File: src/rtl/qenc_pkg.sv
package qenc_pkg;

    typedef enum logic [2:0] {
        PH_INIT = 3'd0,
        PH_LL   = 3'd1,
        PH_LH   = 3'd2,
        PH_HL   = 3'd3,
        PH_HH   = 3'd4
    } phase_t;

    typedef enum logic [2:0] {
        T_PRIME   = 3'd0,
        T_HOLD    = 3'd1,
        T_EDGE_A  = 3'd2,
        T_EDGE_B  = 3'd3,
        T_ILLEGAL = 3'd4
    } trans_t;

    typedef struct packed {
        logic valid;
        logic up;
    } step_t;

    function automatic phase_t levels_to_phase(input logic a, input logic b);
        phase_t p;
        unique case ({a, b})
            2'b00:   p = PH_LL;
            2'b01:   p = PH_LH;
            2'b10:   p = PH_HL;
            default: p = PH_HH;
        endcase
        return p;
    endfunction

endpackage

File: src/rtl/qenc_phase_fsm.sv
module qenc_phase_fsm
    import qenc_pkg::*;
(
    input  logic       clk,
    input  logic       rst_n,
    input  logic [1:0] mode,
    input  logic       ch_a,
    input  logic       ch_b,
    output step_t      step,
    output trans_t     trans
);

    phase_t state_q;
    phase_t state_d;
    logic   prev_a;
    logic   prev_b;
    logic   primed;
    logic   edge_a;
    logic   edge_b;

    // next state always mirrors the sampled levels
    always_comb begin
        state_d = levels_to_phase(ch_a, ch_b);
    end

    // state register
    always_ff @(posedge clk or negedge rst_n) begin
        if (!rst_n) begin
            state_q <= PH_INIT;
        end else begin
            state_q <= state_d;
        end
    end

    // decode stored levels
    always_comb begin
        prev_a = 1'b0;
        prev_b = 1'b0;
        primed = 1'b1;
        unique case (state_q)
            PH_INIT: primed = 1'b0;
            PH_LL:   ;
            PH_LH:   prev_b = 1'b1;
            PH_HL:   prev_a = 1'b1;
            PH_HH: begin
                prev_a = 1'b1;
                prev_b = 1'b1;
            end
            default: primed = 1'b0;
        endcase
    end

    assign edge_a = primed & (ch_a ^ prev_a);
    assign edge_b = primed & (ch_b ^ prev_b);

    // transition classification
    always_comb begin
        if (!primed) begin
            trans = T_PRIME;
        end else if (edge_a && edge_b) begin
            trans = T_ILLEGAL;
        end else if (edge_a) begin
            trans = T_EDGE_A;
        end else if (edge_b) begin
            trans = T_EDGE_B;
        end else begin
            trans = T_HOLD;
        end
    end

    // output process: step request per transition and mode
    always_comb begin
        step = '0;
        unique case (trans)
            T_EDGE_A: begin
                step.valid = mode[0];
                step.up    = ch_a ^ ch_b;
            end
            T_EDGE_B: begin
                step.valid = mode[1];
                step.up    = ~(ch_a ^ ch_b);
            end
            T_PRIME, T_HOLD, T_ILLEGAL: step = '0;
            default:                    step = '0;
        endcase
    end

endmodule

File: src/rtl/qenc_wrap_counter.sv
module qenc_wrap_counter
    import qenc_pkg::*;
#(
    parameter int CW = 16
) (
    input  logic          clk,
    input  logic          rst_n,
    input  step_t         step,
    input  logic [CW-1:0] limit,
    output logic [CW-1:0] count,
    output logic          dir_dn,
    output logic          wrap
);

    localparam logic [CW-1:0] ZERO = '0;
    localparam logic [CW-1:0] ONE  = CW'(1);

    always_ff @(posedge clk or negedge rst_n) begin
        if (!rst_n) begin
            count  <= ZERO;
            dir_dn <= 1'b0;
            wrap   <= 1'b0;
        end else if (step.valid) begin
            if (step.up) begin
                dir_dn <= 1'b0;
                if (count >= limit) begin
                    count <= ZERO;
                    wrap  <= 1'b1;
                end else begin
                    count <= count + ONE;
                    wrap  <= 1'b0;
                end
            end else begin
                dir_dn <= 1'b1;
                if (count == ZERO) begin
                    count <= limit;
                    wrap  <= 1'b1;
                end else begin
                    count <= count - ONE;
                    wrap  <= 1'b0;
                end
            end
        end else begin
            wrap <= 1'b0;
        end
    end

endmodule

File: src/rtl/qenc_counter.sv
module qenc_counter
    import qenc_pkg::*;
#(
    parameter int CNT_W = 16
) (
    input  logic             clk,
    input  logic             rst_n,
    input  logic [1:0]       enc_mode,
    input  logic [CNT_W-1:0] reload_val,
    input  logic             ph_a,
    input  logic             ph_b,
    output logic [CNT_W-1:0] cnt_o,
    output logic             dir_dn_o,
    output logic             wrap_o
);

    step_t  step_w;
    trans_t trans_w;

    qenc_phase_fsm u_phase (
        .clk   (clk),
        .rst_n (rst_n),
        .mode  (enc_mode),
        .ch_a  (ph_a),
        .ch_b  (ph_b),
        .step  (step_w),
        .trans (trans_w)
    );

    qenc_wrap_counter #(
        .CW (CNT_W)
    ) u_cnt (
        .clk    (clk),
        .rst_n  (rst_n),
        .step   (step_w),
        .limit  (reload_val),
        .count  (cnt_o),
        .dir_dn (dir_dn_o),
        .wrap   (wrap_o)
    );

endmodule

File: config.mk
export PLATFORM = sky130hd
export DESIGN_NAME = qenc_counter
export DESIGN_NICKNAME = d
export VERILOG_FILES = /design/src/rtl/qenc_pkg.sv /design/src/rtl/qenc_phase_fsm.sv /design/src/rtl/qenc_wrap_counter.sv /design/src/rtl/qenc_counter.sv
export SDC_FILE = /design/constraint.sdc
export NUM_CORES = 1
export LEC_CHECK = 0
export BUFFER_PORTS_ARGS = -buffer_cell sky130_fd_sc_hd__buf_2
export CAP_MARGIN = 20
export CORE_UTILIZATION = 48
export CTS_CLUSTER_SIZE = 14
export DETAILED_ROUTE_END_ITERATION = 12
export PLACE_DENSITY_LB_ADDON = 0.2
export SLEW_MARGIN = 30
export SYNTH_ARGS = -nofsm -noshare
export SYNTH_HDL_FRONTEND = slang
export SYNTH_SLANG_ARGS = --single-unit
File: constraint.sdc
create_clock -name clk -period 6.85 [get_ports clk]
set_input_delay 0.685 -clock clk [delete_from_list [all_inputs] [get_ports clk]]
set_output_delay 0.685 -clock clk [all_outputs]
set_load 0.05 [all_outputs]
# Word-level counts from Yosys, hierarchy flattened
# Cells that the tools add are included.
dict set report word_totals {
  reg_bits 21
  out_inout_bits 18
  wordCells 44
}
dict set report op_classes {
  addsub 2
  order_cmp 1
  n_eq_ne 8
  n_mux 17
  n_bitwise 6
  reduce_logical 6
}
# operator n
set op_table {}
lappend op_table {{$mux 16} 3}
lappend op_table {{$add 16x1->16 const B} 1}
lappend op_table {{$ge 16x16->1} 1}
lappend op_table {{$logic_not 16->1} 1}
lappend op_table {{$sub 16x1->16 const B} 1}
lappend op_table {{$eq 3x2->1 const B} 4}
lappend op_table {{$mux 3} 3}
lappend op_table {{$pmux 3 s3} 1}
lappend op_table {{$mux 1} 8}
lappend op_table {{$pmux 2 s2} 1}
lappend op_table {{$reduce_or 2->1} 2}
lappend op_table {{$reduce_or 4->1} 1}
lappend op_table {{$eq 3x1->1 const B} 1}
lappend op_table {{$eq 3x3->1 const B} 1}
lappend op_table {{$xor 1x1->1} 3}
lappend op_table {{$and 1x1->1} 2}
lappend op_table {{$eq 2x1->1 const B} 1}
lappend op_table {{$eq 2x2->1 const B} 1}
lappend op_table {{$logic_not 2->1} 1}
lappend op_table {{$mux 2} 1}
lappend op_table {{$logic_and 1x1->1} 1}
lappend op_table {{$not 1->1} 1}

# Longest topological paths before layout
dict set report depth {
  word_depth 13
  depth_mapped 14
}

# Hierarchy
# From an unflattened synthesis, not the netlist that was laid out.
dict set report hier_totals {
  cells_unflattened 294
  area_unflattened_um2 2308.5
}
# module n_inst cells_per_inst area_each_um2 seq_area_each_um2
set by_module_without_submodules {}
lappend by_module_without_submodules {qenc_wrap_counter 1 256 1983.2 450.4}
lappend by_module_without_submodules {qenc_phase_fsm 1 38 325.3 75.1}

# Worst setup path after synthesis
# OpenSTA, ideal clock, no wires.
dict set report synth_timing {
  kind {in2reg}
  startpoint {input ph_a}
  endpoint {register u_cnt.count[12]}
  arrival_time_ns 2.860
  required_time_ns 6.724
  slack_ns 3.864
  stages 12
  path_buffers 1
  path_cell_list {xor2_1 a21oi_1 nor2_1 a31o_2 ha_1 nor2b_1 and2_1 and4b_1 nor2_1 clkbuf_1 a2111oi_0 a221o_1}
}
dict set report synth_between {
  elab_chain_cells 8
}
# item line
set synth_lines {}
lappend synth_lines {{from (decl)} qenc_counter.sv:10} ;# input logic ph_a,
lappend synth_lines {{$xor 1x1->1} qenc_phase_fsm.sv:53} ;# assign edge_a = primed & (ch_a ^ prev_a);
lappend synth_lines {{$and 1x1->1} qenc_phase_fsm.sv:53}
lappend synth_lines {{$mux 3 / $logic_and 1x1->1 (equally long branches)} {qenc_phase_fsm.sv:62, qenc_phase_fsm.sv:60}}
lappend synth_lines {{$mux 3} qenc_phase_fsm.sv:60} ;# end else if (edge_a && edge_b) begin
lappend synth_lines {{$mux 3} qenc_phase_fsm.sv:58} ;# if (!primed) begin
lappend synth_lines {{$eq 3x2->1} qenc_phase_fsm.sv:74} ;# unique case (trans)
lappend synth_lines {{$pmux 2 s2 (*)} qenc_phase_fsm.sv:74}
lappend synth_lines {{$mux 16} qenc_wrap_counter.sv:24} ;# if (step.up) begin
lappend synth_lines {{to (signal assigned)} qenc_wrap_counter.sv:30} ;# count <= count + ONE;
lappend synth_lines {{to (signal assigned)} qenc_wrap_counter.sv:36} ;# count <= limit;
lappend synth_lines {{to (signal assigned)} qenc_wrap_counter.sv:39} ;# count <= count - ONE;
lappend synth_lines {{to (decl)} qenc_wrap_counter.sv:10} ;# output logic [CW-1:0] count,
# Every way passes the cells marked *; elsewhere a longest branch is shown, timed or not.
# A chain may end at the register's enable or synchronous reset.

# Final worst setup path
dict set report layout_timing {
  startpoint {register u_cnt.count[0]}
  endpoint {register u_cnt.count[3]}
}
dict set report layout_between {
  elab_chain_cells 3
}
# item line
set layout_lines {}
lappend layout_lines {{$sub 16x1->16, or another cell as far along} qenc_wrap_counter.sv:39}
lappend layout_lines {{$mux 16 (on tied branches)} {qenc_wrap_counter.sv:35, qenc_wrap_counter.sv:26}}
lappend layout_lines {{$mux 16 (*)} qenc_wrap_counter.sv:24}
# Marked as above.

==> results.tsv <==
metric	value	unit
clock_skew	0.00601	ns
globalplace.congestion	0.887	
timing.final.hold_violations	0	
crit_path_time_final	3.44	ns
placement.cell_area	2500	sq um
final_cell_count_no_fill	367	
number_of_buffers_inserted_by_post_cts_setup_repair	0	
drt-initial-drc-count	205	
setup-tns-final	0	ns
core	4500	sq um
failed_checks	design-rule violations	
post_route_cells_drive_above_1_share	18.1	%
cts_htree_levels	1	
drtPass1Iterations	9	
ys_dominant_reg_cell	dfrtp_1	
timing.reg2reg.setup_slack	3.41	ns
startpoint_kind_of_the_worst_setup_timing_path	flop	
nNetsFinal	361	
yosysSeqAreaShare	22.7	%
outcome	finished, violations left	
timing.critical_path.required	7.06	ns
power.density	377	nW/um^2
syn_avg_cell_area	7.97	sq um
crit-reg2reg-launch	u_cnt.count[0]	
cts.repair.resized	0	
cap_violations	0	
synth-edff-count	0	
clk-insertion-delay-late	0.27	ns
postCtsHoldBufs	0	
final.period_utilization	50.3	%
rows	24	
total_leakage_power	0.00124	uW
synthesis.nets	335	
synth.cell_area	2310	sq um
setup_failing_eps_final	0	
tritoncts	yes	
synthDistinctLibCells	53	
yosys_register_bits	21	
worstMarginPinSlew	0.876	ns
cts_buffers	3	
drc	3	
endpoint_kind	flop	
grt_use_total	24.7	%
nFillCells	439	
yosys_warnings	0	
worstRegToRegCells	8	
routed_wl	5880	um
grt_overflow_total	0	
cts_root_buffer	clkbuf_8	
hold_path_class	in2async	
fmax	0.290	GHz
drt.antenna.violating_nets	0	
antenna_violations_before_repair	0	
asyncSetResetFlopFracSynth	100	%
multi_input_area	1610	sq um
route.vias.total	2260	
ir_drop	0.204	mV
final.hold.worst_slack	0.372	ns
grt_pass1_vias	2015	
remaining_max_slew_budget_at_the_tightest_pin	41.0	%
total_power	961	uW
grt_first_pass_wirelength	9850	um
clk_pin_slew_worst_paths	0.09	ns
seqCellArea	526	sq um
fp.dieArea	5100	sq um
post_synth_inst_count	290	
routed_wire_length_per_instance	16.0	um
crit_type	reg2reg	
critPathMaxFanout	21	
cp_data_arrival_time	3.66	ns
placement.io_buffers	39	
slew_violations	0	
placed_cells	363	
place_hpwl	4250	um
insertedDiodeCount	0	
vias_per_cell	6.16	
die_h	71.4	um
clkSinkCount	21	
postLayoutCellArea	2550	sq um
ioPinCount	40	
end_of_the_worst_register_to_register_path	u_cnt.count[3]	
clock_tree.buffer_depth	2	
grt_setup_unrepaired	false	
die-width	71.4	um
largest_net_degree_at_the_start_of_global_routing	25	
flow.area_growth_from_synthesis	10.2	%
start_util	51.3	%
## kinds of logic (layout without fill, tap and decap cells)
logic type	count (synthesis)	count (layout)	share of synthesized area, %
fa+ha+maj	23	23	12.4
buf+inv	43	68	7.52
xor+xnor	15	15	6.28
mux	2	2	0.920
compound gates	67	67	22.2
flops	21	21	22.7
simple gates	119	119	27.9
## synthesized netlist by cell type, drive strengths merged, types with 2 or more instances
master	instances	area, sq um
a2111oi	11	115
a211o	6	53.8
a21o	2	15.0
a21oi	5	25.0
a221o	7	70.1
a22o	3	26.3
a22oi	2	15.0
and2	4	26.3
and3	10	65.1
buf	5	31.3
clkbuf	16	60.1
dfrtp	21	526
ha	23	288
inv	22	82.6
nand2	17	63.8
nand2b	4	25.0
nand3	7	35.0
nand4	5	31.3
nor2	34	128
nor2b	5	31.3
nor3	5	25.0
nor4	7	43.8
nor4b	4	35.0
o21a	2	15.0
o21ai	18	90.1
o22ai	2	12.5
o31ai	2	15.0
o32ai	2	17.5
or2	2	12.5
or3	5	36.3
or4	5	45.0
xnor2	7	61.3
xor2	7	61.3
## placed cells by master, fill, tap and decap left out, types with 7 or more instances in the layout
master     Yosys  routed
nor4_1         7       7
o21ai_0       18      18
xor2_1         7       7
dfrtp_1       21      21
buf_2          4      39
and3_1         8       8
ha_1          23      23
a221o_1        7       7
a2111oi_0     10      10
xnor2_1        7       7
nand2_1       17      17
nand3_1        7       7
nor2_1        34      34
inv_1         22      22
## state kept, by name (all words and copies together), names as in the netlist
register / flops
u_cnt.wrap: 1
u_cnt.dir_dn: 1
u_phase.state_q: 3
u_cnt.count: 16
## through the flow
stage / worst slack [ns] / util, %
floorplan: 3.86 / -
global placement: 3.27 / 55.6
detailed placement: 3.20 / 55.6
CTS: 3.46 / 56.6
global route: 3.13 / 56.6
finish: 3.41 / 56.6
## final cells by class
| cell class | count | area share (%) |
|---|---|---|
| Multi-Input combinational cell | 226 | 63.3 |
| Tap cell | 52 | 2.55 |
| Sequential cell | 21 | 20.6 |
| Inverter | 22 | 3.24 |
| Timing Repair Buffer | 42 | 8.54 |
| Clock buffer | 4 | 1.77 |
## critical path: stages, from the launching register on
cell and delay (ns):
dfrtp_1 0.48, inv_1 0.12, ha_1 0.27, nand2b_1 0.13
a2111oi_0 0.62, o32ai_1 0.24, or4_1 0.83, nor2_1 0.47
a221o_1 0.23
## how the worst max path moves through the flow
| stage | startpoint | endpoint | slack (ns) | cells after the start |
|---|---|---|---|---|
| after floorplan | ph_a | u_cnt.count[12] | 3.86 | 12 |
| after global placement | ph_a | u_cnt.count[3] | 3.27 | 11 |
| after detailed placement | ph_a | u_cnt.count[6] | 3.20 | 11 |
| after CTS | u_cnt.count[0] | u_cnt.count[3] | 3.46 | 8 |
| after global routing | u_cnt.count[0] | u_cnt.count[2] | 3.13 | 8 |
| final | u_cnt.count[0] | u_cnt.count[3] | 3.41 | 8 |
## power breakdown
group          switching [uW]  internal [uW]
sequential                117            168
combinational             372            219
clock                    44.5           41.6
total                     533            428
## per-layer routing
layer / track usage [%] / wire length [um]
met5: 0 / 0
met4: 7.56 / 107
met3: 4.78 / 358
met2: 37.9 / 2700
met1: 35.2 / 2720
No activity file was read; power rests on OpenSTA's default activity.
